===== config.mk =====
export PLATFORM = sky130hd
export DESIGN_NAME = owire_slot_filter
export DESIGN_NICKNAME = d
export VERILOG_FILES = /design/src/rtl/ofl_pkg.sv /design/src/rtl/ofl_cycle_counter.sv /design/src/rtl/ofl_window_limit.sv /design/src/rtl/owire_slot_filter.sv
export SDC_FILE = /design/constraint.sdc
export NUM_CORES = 1
export LEC_CHECK = 0
export ABC_CLOCK_PERIOD_IN_PS = 2100
export CAP_MARGIN = 25
export CORE_AREA = 3 3 40 42
export DETAILED_ROUTE_END_ITERATION = 10
export DIE_AREA = 0 0 43 45
export GPL_TIMING_DRIVEN = 0
export HOLD_SLACK_MARGIN = 0.12
export MAX_ROUTING_LAYER = met4
export SKIP_LAST_GASP = 1
export SYNTH_ARGS = -nofsm -noshare
export SYNTH_HDL_FRONTEND = slang
export SYNTH_SLANG_ARGS = --single-unit

===== constraint.sdc =====
create_clock -name clk -period 2.1 [get_ports clk]
set_input_delay 0.63 -clock clk [delete_from_list [all_inputs] [get_ports clk]]
set_output_delay 0.63 -clock clk [all_outputs]
set_load 0.03 [all_outputs]

===== src/rtl/ofl_pkg.sv =====
package ofl_pkg;
    typedef enum logic [2:0] {
        ST_HIGH  = 3'd0,
        ST_QUAL  = 3'd1,
        ST_START = 3'd2,
        ST_LOW   = 3'd3,
        ST_HOLD  = 3'd4
    } ofl_state_e;
endpackage


===== src/rtl/ofl_cycle_counter.sv =====
module ofl_cycle_counter #(
    parameter int W = 4
) (
    input  logic         clk,
    input  logic         rst,
    input  logic         clr,
    input  logic         inc,
    output logic [W-1:0] count
);
    always_ff @(posedge clk) begin
        if (rst || clr)
            count <= '0;
        else if (inc)
            count <= count + 1'b1;
    end
endmodule


===== src/rtl/ofl_window_limit.sv =====
module ofl_window_limit #(
    parameter int HOLD_STD = 12,
    parameter int HOLD_OD  = 3,
    parameter int W        = 4
) (
    input  logic         overdrive,
    output logic [W-1:0] last_idx
);
    localparam logic [W-1:0] LAST_STD = W'(HOLD_STD - 1);
    localparam logic [W-1:0] LAST_OD  = W'(HOLD_OD - 1);

    // index of the final window sample for the selected speed
    always_comb last_idx = overdrive ? LAST_OD : LAST_STD;
endmodule


===== src/rtl/owire_slot_filter.sv =====
module owire_slot_filter
    import ofl_pkg::*;
#(
    parameter int FILT_LEN = 4,
    parameter int HOLD_STD = 12,
    parameter int HOLD_OD  = 3
) (
    input  logic clk,
    input  logic rst,
    input  logic above_hi,
    input  logic below_lo,
    input  logic overdrive,
    output logic line_q,
    output logic slot_start
);
    localparam int MAX_A = (HOLD_STD > HOLD_OD) ? HOLD_STD : HOLD_OD;
    localparam int MAX_V = (MAX_A > FILT_LEN) ? MAX_A : FILT_LEN;
    localparam int CNT_W = $clog2(MAX_V + 1);
    localparam logic [CNT_W-1:0] QUAL_LAST = CNT_W'(FILT_LEN - 2);

    ofl_state_e       st, nxt;
    logic             cnt_clr, cnt_inc;
    logic [CNT_W-1:0] cnt, hold_last;

    ofl_cycle_counter #(.W(CNT_W)) i_cnt (
        .clk   (clk),
        .rst   (rst),
        .clr   (cnt_clr),
        .inc   (cnt_inc),
        .count (cnt)
    );

    ofl_window_limit #(.HOLD_STD(HOLD_STD), .HOLD_OD(HOLD_OD), .W(CNT_W)) i_lim (
        .overdrive (overdrive),
        .last_idx  (hold_last)
    );

    // state register
    always_ff @(posedge clk) begin
        if (rst)
            st <= ST_HIGH;
        else
            st <= nxt;
    end

    // transitions
    always_comb begin
        nxt     = st;
        cnt_inc = 1'b0;
        unique case (st)
            ST_HIGH: begin
                if (below_lo)
                    nxt = overdrive ? ST_START : ST_QUAL;
            end
            ST_QUAL: begin
                if (!below_lo)
                    nxt = ST_HIGH;
                else if (cnt == QUAL_LAST)
                    nxt = ST_START;
                else
                    cnt_inc = 1'b1;
            end
            ST_START: begin
                nxt = above_hi ? ST_HOLD : ST_LOW;
            end
            ST_LOW: begin
                if (above_hi)
                    nxt = ST_HOLD;
            end
            ST_HOLD: begin
                if (cnt >= hold_last)
                    nxt = below_lo ? ST_START : ST_HIGH;
                else
                    cnt_inc = 1'b1;
            end
            default: nxt = ST_HIGH;
        endcase
        cnt_clr = (nxt != st);
    end

    // outputs decoded from state
    always_comb begin
        line_q     = !((st == ST_START) || (st == ST_LOW));
        slot_start = (st == ST_START);
    end
endmodule


==> results of run 1 <==
[logic make-up (layout without fill, tap and decap cells)]
family	count (synthesis)	count (layout)	share of synthesized area (%)
xor gates and xnor gates	3	3	5.30
buffers and inverters	6	18	5.30
DFF	7	7	28.3
AOI/OAI and AO/OA	17	17	24.0
adders and majority gates	4	4	10.1
and+or+nand+nor	22	22	27.0
[Yosys cell counts]
| library cell | count | area share, % |
|---|---|---|
| dfxtp_1 | 7 | 28 |
| a21oi_1 | 6 | 6.1 |
| inv_1 | 5 | 3.8 |
| nand2_1 | 5 | 3.8 |
| ha_1 | 4 | 10 |
| nor2_1 | 3 | 2.3 |
| o21ai_0 | 3 | 3.0 |
| and2_1 | 2 | 2.5 |
| nand3_1 | 2 | 2.0 |
| nor3b_1 | 2 | 3.0 |
| xor2_1 | 2 | 3.5 |
| a211oi_1 | 1 | 1.5 |
| a211oi_2 | 1 | 2.5 |
| a21boi_2 | 1 | 2.3 |
| a21oi_2 | 1 | 1.8 |
| and2_2 | 1 | 1.5 |
| buf_4 | 1 | 1.5 |
| nand2b_4 | 1 | 2.8 |
| nand4_1 | 1 | 1.3 |
| nor2b_1 | 1 | 1.3 |
| nor3_1 | 1 | 1.0 |
| o211a_1 | 1 | 2.0 |
| o211ai_1 | 1 | 1.5 |
| o21a_1 | 1 | 1.5 |
| o311ai_0 | 1 | 1.8 |
| or3b_1 | 1 | 1.8 |
| or4_1 | 1 | 1.5 |
| or4_4 | 1 | 2.3 |
| xnor2_1 | 1 | 1.8 |
[power groups by stage]
stage	Sequential, mW	Combinational (mW)	Clock (mW)
after floorplan	0.146	0.0511	0
after global placement	0.148	0.0743	0
after detailed placement	0.148	0.0751	0
after CTS	0.145	0.0740	0.124
after global routing	0.146	0.0833	0.131
final	0.145	0.0748	0.117
[layer usage]
metal | up-vias | GRT usage [%]
met2 | 11 | 20.7
met3 | 0 | 6.37
met5 | - | -
li1 | 232 | -
met4 | 0 | 1.81
met1 | 215 | 12.3
[state kept, by name (all words and copies together) (netlist names)]
name	count
i_cnt.count	4
st	3
[worst min-delay path by stage]
stage / start / endpoint / slack, ns
final: st[1] / st[2] / 0.56
after CTS: st[1] / st[2] / 0.56
after global placement: st[1] / st[2] / 0.55
after floorplan: st[1] / st[2] / 0.50
after global routing: st[1] / st[2] / 0.60
after detailed placement: st[1] / st[2] / 0.56
[worst max-delay path, stage by stage]
cell and delay (ns):
clkdlybuf4s50_1 0.50, nand2b_4 0.08, o311ai_0 0.34, nand4_1 0.18
a211oi_2 0.30, o211a_1 0.19
[layout make-up]
type	instances	area, µm²
buffer	1	7.51
clock buffer	4	26.3
fill	129	669
inverter	5	18.8
multi-input combinational	46	330
sequential	7	140
tap	15	18.8
timing repair buffer	8	73.8
[through the flow]
stage / instance area, µm² / cells / hold slack, ns / TNS, ns / power, mW
floorplan: 495 / 59 / 0.497 / 0 / 0.197
global placement: 574 / 80 / 0.548 / -1.77 / 0.222
detailed placement: 574 / 80 / 0.557 / -1.87 / 0.223
CTS: 604 / 85 / 0.564 / 0 / 0.343
global route: 616 / 86 / 0.597 / 0 / 0.360
finish: 616 / 86 / 0.562 / 0 / 0.337
[timing repair]
item,CTS,global route
pin swaps,1,5
buffers inserted,1,1
endpoints found under the setup margin,6,4
resized for setup,4,2
==> run summary, run 1 <==
Routed wire length = 1010 µm
Slew @ Worst Pin = 0.457 ns
Net Sw Power = 93.0 µW
Net Sw Frac = 27.6%
Synth warnings = 0
Seq/Total Area, Yosys = 28.3%
Hold-fix buffers, CTS = 0
Met3 wire len = 79 µm
CTS Sinks = 7
Most common cell after layout, fill and taps aside = dfxtp_1
H-Tree Depth = 1
Setup Skew = 0.00150 ns
Logic pwr share = 22.2%
Routed met1 length = 460 µm
Syn nets = 68
Internal power = 244 µW
Standby leakage power = 0.268 nW
Clock network fraction of total power = 34.8%
Worst setup startpoint = below_lo
Pin count of the biggest net entering global routing = 10
Fin util = 47.9%
DP Wirelength = 767 µm
Worst r2r path cells = 7
Total track usage = 11.9%
Final hold viol count = 0
Critical path fanouts, max = 5
# DRC = 0
Worst Setup EP = i_cnt.count[1]
PwrDens = 548 nW/µm²
Seq cells post-synth = 7
DR top layer = met3
Arrival time at the worst endpoint = 2.21 ns
Worst reg2reg path endpoint = i_cnt.count[1]
Worst-path clk slew = 0.05 ns
RR Startpoint = i_cnt.count[0]
Die height = 45 µm
DR WL met2 = 474 µm
RSZ-0062 raised after global routing = false
Commonest cells after routing, fill and taps aside = 7 x dfxtp_1, 6 x a21oi_1, 5 x nand2_1
Chip width = 43 µm
GRT overflow = 0
Final #Nets = 81
Max frequency = 495 MHz
Register share of total power = 43.1%
Min-Delay Path Class = flip-flop to flip-flop
Synth Cell Area = 495 µm²
Max-cap violations = 0
Clock Tree Root = clkbuf_4
Port buffer count = 6
Vias = 458
Final RePlAce weighted congestion = 0.748
Maximum vdd ir drop = 0.000424 V
First-pass GRT wire length = 1720 µm
Vias in the first global route = 443
Initial Util = 38.6%
PnR worst setup slack = 0.0786 ns
Core Footprint = 1280 µm²
Pre-CTS setup slack = -0.455 ns
1st-pass router iterations = 4
I/O pin count = 7
CTS Buf Count = 3
Gate Count Post-Synth = 59
Ratio of cells with drive above 1 in the final layout = 18.3%
Clk buf depth = 2
Antenna-violating nets left = 0
Rows = 13
Hold Path Cell Cnt = 2
Die footprint = 1940 µm²
Antenna violations before repair = 0
Final min period = 2.02 ns
Post-synth cell types = 29
Worst-Skew Late Latency = 0.25 ns
Status = completed
CP Data Required Time = 2.29 ns
WL per Instance = 11.8 µm
Fin crit share = 96.3%
Relative slew slack = 69.5%
R2R Setup Slk = 0.27 ns
Ant diodes = 0
Via density = 5.33
Syn avg cell area = 8.40 µm²
CTS tree = done
Max-slew violations = 0
Iteration-0 DRC Markers = 11
CP Class = input pin to flip-flop
Endpoints failing setup = 0
Area Overhead vs Synth = 24.2%
CP Launch Type = input pin
CP endpoint kind = flip-flop
No activity file was read; power rests on OpenSTA's default activity.
==> run 2, diff against run 1 <==
Settings changed: ABC_CLOCK_PERIOD_IN_PS 2100 to default.
==> results of run 2 <==
No change in the layout: final DEF, timing and power equal those of run 1.
==> run 3, diff against run 2 <==
Settings changed: CAP_MARGIN 25 to default, SETUP_SLACK_MARGIN from default to 0.15.
==> run 3 against run 2 <==
Register-to-register slack improved by 0.06 ns. Wire length increased by 2.1%. Setup slack better by 0.15 ns. Highest routed layer unchanged. Clock skew hardly changed. Global-route usage is 0.17 points higher. Via count up 1.5%.
==> run summary, run 3 (synthesis results as in run 1) <==
Area Overhead vs Synth = 24.7%
CTS tree = done
CTS Sinks = 7
DR top layer = met3
Max-cap violations = 0
I/O pin count = 7
Die height = 45 µm
Clk buf depth = 2
Worst-path clk slew = 0.05 ns
GRT overflow = 0
Final hold viol count = 0
Slew @ Worst Pin = 0.471 ns
RSZ-0062 raised after global routing = false
Hold-fix buffers, CTS = 0
Final #Nets = 81
CP Class = input pin to flip-flop
Most common cell after layout, fill and taps aside = dfxtp_1
Vias in the first global route = 453
Standby leakage power = 0.262 nW
Endpoints failing setup = 0
Hold WS = 0.517 ns
Iteration-0 DRC Markers = 12
Total track usage = 12.1%
Commonest cells after routing, fill and taps aside = 6 x dfxtp_1, 5 x nand2_1, 5 x a21oi_1
Placed inst area = 574 µm²
CP Launch Type = input pin
Die footprint = 1940 µm²
Min-Delay Path Class = flip-flop to flip-flop
# DRC = 0
Clock Tree Root = clkbuf_4
Max frequency = 535 MHz
1st-pass router iterations = 3
CP Data Required Time = 2.29 ns
Via density = 5.41
Ratio of cells with drive above 1 in the final layout = 26.8%
Pin count of the biggest net entering global routing = 10
Routed met1 length = 473 µm
Fillers = 124
PnR worst setup slack = 0.229 ns
H-Tree Depth = 1
CTS Buf Count = 3
First-pass GRT wire length = 1750 µm
Vias = 465
Pre-CTS setup slack = -0.455 ns
Rows = 13
Chip width = 43 µm
PwrDens = 550 nW/µm²
Setup Skew = 0.00162 ns
Relative slew slack = 68.5%
Max-slew violations = 0
Met3 wire len = 67 µm
Most flops, register = i_cnt.count
DP Wirelength = 767 µm
Antenna-violating nets left = 0
Critical path fanouts, max = 4
Initial Util = 38.6%
Core Footprint = 1280 µm²
DR WL met2 = 493 µm
Largest regs = i_cnt.count (4), st (3)
Routed wire length = 1030 µm
Maximum vdd ir drop = 0.000429 V
Port buffer count = 6
Final min period = 1.87 ns
Finished Cell Area = 618 µm²
Max reg flops = 4
CP endpoint kind = flip-flop
Worst-Skew Late Latency = 0.25 ns
Arrival time at the worst endpoint = 2.06 ns
Final RePlAce weighted congestion = 0.748
Ant diodes = 0
Antenna violations before repair = 0
Fin crit share = 89.1%
Status = completed
WL per Instance = 12.0 µm
Fin util = 48.1%
Pwr Total = 340 µW
==> run 3: cell count changes in the layout (fill, tap and decap cells not counted), sizes merged <==
cell,delta
clkbuf,+1
clkdlybuf4s15,+1
clkdlybuf4s18,+1
clkdlybuf4s50,-1
dlygate4sd2,-1
dlymetal6s2s,-1
==> run 3: metrics by stage <==
step / std cells / setup TNS [ns]
after floorplan: 59 / 0
after global routing: 86 / 0
after CTS: 86 / 0
after detailed placement: 80 / -1.87
final: 86 / 0
after global placement: 80 / -1.77
==> run 3: what timing repair did <==
item	CTS	global route
pin swaps	7	2
resized for setup	13	5
buffers inserted	2	0
setup endpoints to repair	7	5
==> run 3: path summary, 6_finish.rpt <==
kind	cells past startpoint	slack, ns	to	from
max	6	0.23	i_cnt.count[1]	above_hi
min	1	0.52	st[0]	st[2]
max reg2reg	7	0.33	i_cnt.count[2]	i_cnt.count[0]
min reg2reg	1	0.52	st[0]	st[2]
==> run 3: final cells by class <==
cell class | count | area [µm²] | area share [%]
Sequential cell | 7 | 141 | 22.9
Tap cell | 15 | 18.8 | 3.04
Inverter | 5 | 18.8 | 3.04
Multi-Input combinational cell | 46 | 337 | 54.5
Timing Repair Buffer | 8 | 68.8 | 11.1
Buffer | 1 | 7.51 | 1.21
Clock buffer | 4 | 26.3 | 4.25
==> run 3: layer usage <==
layer / global-route usage (%) / vias up
li1: - / 234
met1: 12.3 / 223
met2: 21.3 / 8
met3: 6.37 / 0
met4: 1.81 / 0
met5: - / -
==> run 3: where the power goes <==
part	total [mW]	internal (mW)	switching, mW	leakage, nW
Combinational	0.0767	0.0340	0.0427	0.190
Sequential	0.146	0.139	0.00639	0.0573
Clock	0.118	0.0722	0.0454	0.0150
Total	0.340	0.245	0.0945	0.262
==> run 3: worst max-delay path, stage by stage <==
cell and delay, ns:
dlygate4sd2_1 0.26, or3b_1 0.41, o311ai_1 0.11, nand4_1 0.16, a211oi_2 0.29, o211a_1 0.19
